`src/rtl/mbb_xbar_pkg.sv`:
```
package mbb_xbar_pkg;
  typedef enum logic [1:0] {
    OP_NONE    = 2'b00,
    OP_CONNECT = 2'b01,
    OP_DROP    = 2'b10,
    OP_MOVE    = 2'b11
  } xbar_op_e;

  typedef enum logic {
    ST_IDLE    = 1'b0,
    ST_OVERLAP = 1'b1
  } xbar_state_e;
endpackage

```
`src/rtl/mbb_xbar_col.sv`:
```
module mbb_xbar_col #(
  parameter int N_IN = 4,
  parameter int DW   = 8
) (
  input  logic [N_IN-1:0]    sel,
  input  logic [N_IN*DW-1:0] in_data,
  output logic [DW-1:0]      y
);
  // Wired overlap: every closed crosspoint contributes its lane to an OR.
  function automatic logic [DW-1:0] or_select(input logic [N_IN-1:0] s,
                                               input logic [N_IN*DW-1:0] d);
    logic [DW-1:0] acc;
    acc = '0;
    for (int i = 0; i < N_IN; i++)
      if (s[i]) acc = acc | d[i*DW +: DW];
    return acc;
  endfunction

  assign y = or_select(sel, in_data);
endmodule

```
`src/rtl/mbb_xbar_seq.sv`:
```
module mbb_xbar_seq
  import mbb_xbar_pkg::*;
#(
  parameter int N_IN  = 4,
  parameter int N_OUT = 4,
  parameter int OVL_W = 4,
  parameter int IW    = 3,
  parameter int OW    = 3
) (
  input  logic                   clk,
  input  logic                   rst_n,
  input  logic                   cmd_valid,
  input  logic [1:0]             cmd_op,
  input  logic [OW-1:0]          cmd_out,
  input  logic [IW-1:0]          cmd_in,
  input  logic [OVL_W-1:0]       overlap_cycles,
  output logic [N_OUT*N_IN-1:0]  xp_flat,
  output logic [N_IN-1:0]        mv_row,
  output logic                   make_ev,
  output logic                   break_ev,
  output logic                   busy,
  output logic                   done,
  output logic                   err
);
  logic [N_OUT-1:0][N_IN-1:0] xp_q;
  xbar_state_e                state_q;
  logic [OVL_W-1:0]           cnt_q;
  logic [OW-1:0]              mv_out_q;
  logic [N_IN-1:0]            mv_new_q;
  logic                       done_q, err_q;

  function automatic logic [N_IN-1:0] pick_row(input logic [N_OUT-1:0][N_IN-1:0] m,
                                               input logic [OW-1:0] o);
    logic [N_IN-1:0] r;
    r = '0;
    for (int k = 0; k < N_OUT; k++)
      if (OW'(k) == o) r = m[k];
    return r;
  endfunction

  function automatic logic [N_IN-1:0] in_mask(input logic [IW-1:0] i);
    logic [N_IN-1:0] m;
    m = '0;
    for (int k = 0; k < N_IN; k++)
      if (IW'(k) == i) m[k] = 1'b1;
    return m;
  endfunction

  xbar_op_e        op;
  logic            accept, out_ok, in_ok, row_busy, same_src, legal;
  logic [N_IN-1:0] cur_row, new_mask;

  assign op       = xbar_op_e'(cmd_op);
  assign accept   = cmd_valid && (state_q == ST_IDLE);
  assign out_ok   = cmd_out < OW'(N_OUT);
  assign in_ok    = cmd_in < IW'(N_IN);
  assign cur_row  = pick_row(xp_q, cmd_out);
  assign new_mask = in_mask(cmd_in);
  assign row_busy = |cur_row;
  assign same_src = |(cur_row & new_mask);

  always_comb begin
    unique case (op)
      OP_CONNECT: legal = out_ok && in_ok && !row_busy;
      OP_DROP:    legal = out_ok && row_busy;
      OP_MOVE:    legal = out_ok && in_ok && row_busy && !same_src;
      default:    legal = 1'b0;
    endcase
  end

  assign make_ev  = accept && legal && (op == OP_MOVE);
  assign break_ev = (state_q == ST_OVERLAP) && (cnt_q == '0);

  always_ff @(posedge clk or negedge rst_n) begin
    if (!rst_n) begin
      xp_q     <= '0;
      state_q  <= ST_IDLE;
      cnt_q    <= '0;
      mv_out_q <= '0;
      mv_new_q <= '0;
      done_q   <= 1'b0;
      err_q    <= 1'b0;
    end else begin
      done_q <= 1'b0;
      err_q  <= 1'b0;
      if (accept) begin
        if (legal) begin
          for (int k = 0; k < N_OUT; k++) begin
            if (OW'(k) == cmd_out) begin
              if (op == OP_DROP) xp_q[k] <= '0;
              else               xp_q[k] <= xp_q[k] | new_mask;
            end
          end
          if (op == OP_MOVE) begin
            mv_out_q <= cmd_out;
            mv_new_q <= new_mask;
            cnt_q    <= overlap_cycles;
            state_q  <= ST_OVERLAP;
          end else begin
            done_q <= 1'b1;
          end
        end else begin
          err_q <= 1'b1;
        end
      end else if (state_q == ST_OVERLAP) begin
        if (cnt_q == '0) begin
          for (int k = 0; k < N_OUT; k++)
            if (OW'(k) == mv_out_q) xp_q[k] <= mv_new_q;
          state_q <= ST_IDLE;
          done_q  <= 1'b1;
        end else begin
          cnt_q <= cnt_q - 1'b1;
        end
      end
    end
  end

  assign xp_flat = xp_q;
  assign mv_row  = pick_row(xp_q, mv_out_q);
  assign busy    = (state_q == ST_OVERLAP);
  assign done    = done_q;
  assign err     = err_q;
endmodule

```
`src/rtl/mbb_xbar.sv`:
```
module mbb_xbar #(
  parameter int N_IN  = 4,
  parameter int N_OUT = 4,
  parameter int DW    = 8,
  parameter int OVL_W = 4,
  localparam int IW   = $clog2(N_IN) + 1,
  localparam int OW   = $clog2(N_OUT) + 1
) (
  input  logic                clk,
  input  logic                rst_n,
  input  logic                cmd_valid,
  output logic                cmd_ready,
  input  logic [1:0]          cmd_op,
  input  logic [OW-1:0]       cmd_out,
  input  logic [IW-1:0]       cmd_in,
  input  logic [OVL_W-1:0]    overlap_cycles,
  input  logic [N_IN*DW-1:0]  in_data,
  output logic [N_OUT*DW-1:0] out_data,
  output logic                busy,
  output logic                done,
  output logic                err
);
  logic [N_OUT*N_IN-1:0] xp_flat;
  logic [N_IN-1:0]       mv_row;
  logic                  make_ev, break_ev;

  mbb_xbar_seq #(
    .N_IN(N_IN), .N_OUT(N_OUT), .OVL_W(OVL_W), .IW(IW), .OW(OW)
  ) u_seq (
    .clk(clk), .rst_n(rst_n), .cmd_valid(cmd_valid), .cmd_op(cmd_op),
    .cmd_out(cmd_out), .cmd_in(cmd_in), .overlap_cycles(overlap_cycles),
    .xp_flat(xp_flat), .mv_row(mv_row), .make_ev(make_ev), .break_ev(break_ev),
    .busy(busy), .done(done), .err(err)
  );

  assign cmd_ready = !busy;

  for (genvar o = 0; o < N_OUT; o++) begin : g_col
    mbb_xbar_col #(.N_IN(N_IN), .DW(DW)) u_col (
      .sel(xp_flat[o*N_IN +: N_IN]),
      .in_data(in_data),
      .y(out_data[o*DW +: DW])
    );
  end
endmodule

```
`config.mk`:
```
export PLATFORM = sky130hd
export DESIGN_NAME = mbb_xbar
export DESIGN_NICKNAME = d
export VERILOG_FILES = /design/src/rtl/mbb_xbar_pkg.sv /design/src/rtl/mbb_xbar_col.sv /design/src/rtl/mbb_xbar_seq.sv /design/src/rtl/mbb_xbar.sv
export SDC_FILE = /design/constraint.sdc
export NUM_CORES = 1
export LEC_CHECK = 0
export BUFFER_PORTS_ARGS = -buffer_cell sky130_fd_sc_hd__buf_2
export CAP_MARGIN = 25
export CORE_MARGIN = 3
export CORE_UTILIZATION = 47
export CTS_CLUSTER_DIAMETER = 150
export DETAILED_ROUTE_END_ITERATION = 8
export GPL_ROUTABILITY_DRIVEN = 0
export PLACE_DENSITY = 0.85
export SLEW_MARGIN = 10
export SYNTH_ARGS = -nofsm -noshare
export SYNTH_HDL_FRONTEND = slang
export SYNTH_SLANG_ARGS = --single-unit
export TNS_END_PERCENT = 10
```
`constraint.sdc`:
```
create_clock -name clk -period 2.7 [get_ports clk]
set_input_delay 0.405 -clock clk [delete_from_list [all_inputs] [get_ports clk]]
set_output_delay 0.405 -clock clk [all_outputs]
set_load 0.01 [all_outputs]
```
==> summary.txt <==
Status
  • Outcome: complete, no violations

Synthesis
  • Avg Inst Size Synth: between 8 and 9 um^2
  • Synth Register Bits: 30
  • Top cells by area, synth: dfrtp_1, a22oi_1, nand2_1
  • Largest area contributor in the netlist: dfrtp_1
  • Synth top cells by count: a22oi_1, nand2_1, dfrtp_1
  • Cells after synthesis: 294
  • Syn nets: 342
  • Ys async rst share: 100%
  • Sequential element share of the synthesized area: 31.0%
  • Yosys Warn Count: 0
  • Area share of the largest cell type after synthesis: 31.0%
  • Mapped cell area: between 2000 and 2500 um^2
  • Count leader, synth: a22oi_1
  • Library cells used by synthesis: 46
  • Number of synthesized flops with an enable pin: 0
  • Synth Flop Type: dfrtp_1

Layout
  • Sequential Area: between 700 and 800 um^2
  • Post-layout instance area: 3050 um^2
  • Non-Filler Instances: about 450
  • Fill count: ~410
  • Layout cells sized above 1: approximately a third
  • Multi-input gate area: roughly 1500 um^2
  • Final net count: approximately 430
  • Layout area overhead: 25.9%
  • Antenna cells: 0

CTS
  • Clk sinks: 30
  • CTS Hold Buffers Added: 0
  • # Post-CTS Setup Buffers: 0
  • Number of buffers created by CTS: 5
  • Clk slew on worst S/H paths: around 0.070 ns
  • CTS tree: done
  • Post-CTS Resized: 0
  • Clock Root Buffer: clkbuf_8
  • H-tree levels: 2
  • CTS Buffer Depth: 2
  • Clock latency on the worst-skew pair: between 0.2 and 0.3 ns

Timing
  • Max Freq: between 400 and 500 MHz
  • Worst-Margin Slew: approximately 0.77 ns
  • Max-slew violation count: 0
  • Final setup fails: 0
  • RSZ-0062 raised after global routing: false
  • Relative slew margins: 48.8%
  • Period Utilization, post-route: 88.7%
  • Final hold vios: 0
  • Clock skew: ~0.0035 ns
  • Tmin final: ~2.4 ns

Placed design
  • Inst Count DP: between 400 and 500
  • HPWL after detailed placement: a little over 6 mm
  • IO buf count: ~80
  • Post-DP Area: just under 3000 um^2

Critical path
  • Critical Path RT: between 2 and 3 ns
  • Reg2reg setup slack: 0.30 ns
  • Worst path bufs/invs: 0
  • CP Max Fanout: 19
  • Worst R2R Path Depth: 6
  • CP delay by family, top: compound AO/OA/AOI/OAI gates
  • Crit-path max cell delay: 0.52 ns
  • Setup CP Type: flop to flop
  • Critical path's slowest cell: mux4_2
  • Crit path DAT: between 2 and 3 ns
  • Critical Path End Type: flop
  • Critical path startpoint category: flop
  • Reg2reg end: u_seq.xp_flat[5]
  • Worst R2R Start: u_seq.xp_flat[12]
  • Cells along the critical path: mux4_2, a221oi_4, nand2_2, and4_4, o21a_2, o41ai_1

Power and ir drop
  • LEAKAGE: around 1.5 nW
  • PwrDens: around 520 nW/um^2
  • Worst vdd ir: 0.312 mV
  • Total power draw: ~1.6 mW

Drt
  • Vias/cell: 6.58
  • WL/cell: around 19 um
  • Drt total wl: about 8.4 mm
  • Initial DRT Pass Iterations: 6
  • Via Count: 2,936
  • DR iter-0 viols: about 410
  • Drt drc: 0
  • Post-DRT Antenna Nets: 0

Floorplanning
  • I/O pin cnt: 83
  • Core area: between 4000 and 5000 um^2
  • Initial core utilization: about 50%
  • Placement Rows: 25
  • Die ar.: 6060 um^2
  • Die Span X: 77.8 um
  • Die span in y: 77.8 um

Global route
  • Vias in the first global route: around 2.7k
  • Largest net degree at the start of global routing: 31
  • Total GRT Usage: 27.6%
  • Grt ovf: 0
  • Initial antenna violation count: 0
  • First-pass GRT wire length: 13.4 mm

Hold path
  • Path category of the worst min-delay check: primary input to asynchronous set/reset pin

Run
  • Max-Cap Viols: 0
==> worst max-delay path by stage <==
stage / endpoint / startpoint / cells past startpoint / slack, ns
after CTS: u_seq.xp_flat[5] / u_seq.xp_flat[12] / 6 / 0.16
final: u_seq.xp_flat[5] / u_seq.xp_flat[12] / 6 / 0.30
after global routing: u_seq.xp_flat[11] / u_seq.xp_flat[12] / 6 / 0.12
after floorplan: u_seq.xp_flat[8] / cmd_out[0] / 9 / 0.33
after global placement: u_seq.cnt_q[1] / cmd_out[0] / 7 / 0.06
after detailed placement: u_seq.xp_flat[5] / cmd_out[0] / 7 / -0.06
==> kinds of logic after synthesis <==
family	Yosys count	synth area share [%]
mux	8	5.73
flops	30	31.0
simple gates	89	16.2
buf+inv	35	6.60
compound gates	130	39.6
fa+ha+maj	1	0.516
xor+xnor	1	0.361
==> cells in the final DEF (no fill, tap or decap), types with 3 or more instances in the layout <==
cell type / count
nand3_1: 4
mux2_2: 3
a21oi_1: 7
buf_2: 82
a22oi_1: 65
o41ai_1: 17
nor2b_1: 3
buf_4: 21
clkbuf_8: 6
inv_1: 9
o21ai_0: 21
dfrtp_1: 30
nand2_1: 43
nor2_1: 23
mux4_2: 4
nor3_1: 4
==> per-layer routing <==
metal,global-route usage [%],share of wire [%]
met3,6.73,12
met2,42.7,48
met5,0,0
met4,9.61,2.4
met1,37.6,38
==> where the power goes <==
group	switching (mW)	internal [mW]
Sequential	0.0580	0.502
Combinational	0.362	0.264
Clock	0.185	0.205
Total	0.605	0.971
==> through the flow <==
| stage | setup WS (ns) | TNS (ns) | hold slack [ns] | util (%) |
|---|---|---|---|---|
| 2_1_floorplan | 0.331 | 0 | 0.109 | - |
| 3_3_place_gp | 0.0577 | 0 | 0.466 | 61.0 |
| 3_5_place_dp | -0.0642 | -0.710 | 0.473 | 61.0 |
| 4_1_cts | 0.159 | 0 | 0.163 | 62.9 |
| 5_1_grt | 0.125 | 0 | 0.195 | 63.0 |
| 6_report | 0.305 | 0 | 0.142 | 63.0 |
==> sequential cells by signal, summed over array words and instances, names as in the netlist <==
signal and count:
u_seq.mv_new_q 4, u_seq.err 1, u_seq.mv_out_q 3, u_seq.cnt_q 4, u_seq.xp_flat 16, u_seq.done 1
u_seq.busy 1
==> layout make-up <==
class	instances	share of cell area, %
Sequential cell	30	24.6
Inverter	9	1.11
Clock inverter	2	0.410
Timing Repair Buffer	103	18.6
Clock buffer	6	2.70
Multi-Input combinational cell	229	49.8
Tap cell	67	2.75
Note: power is estimated with default switching activity, not from simulation.
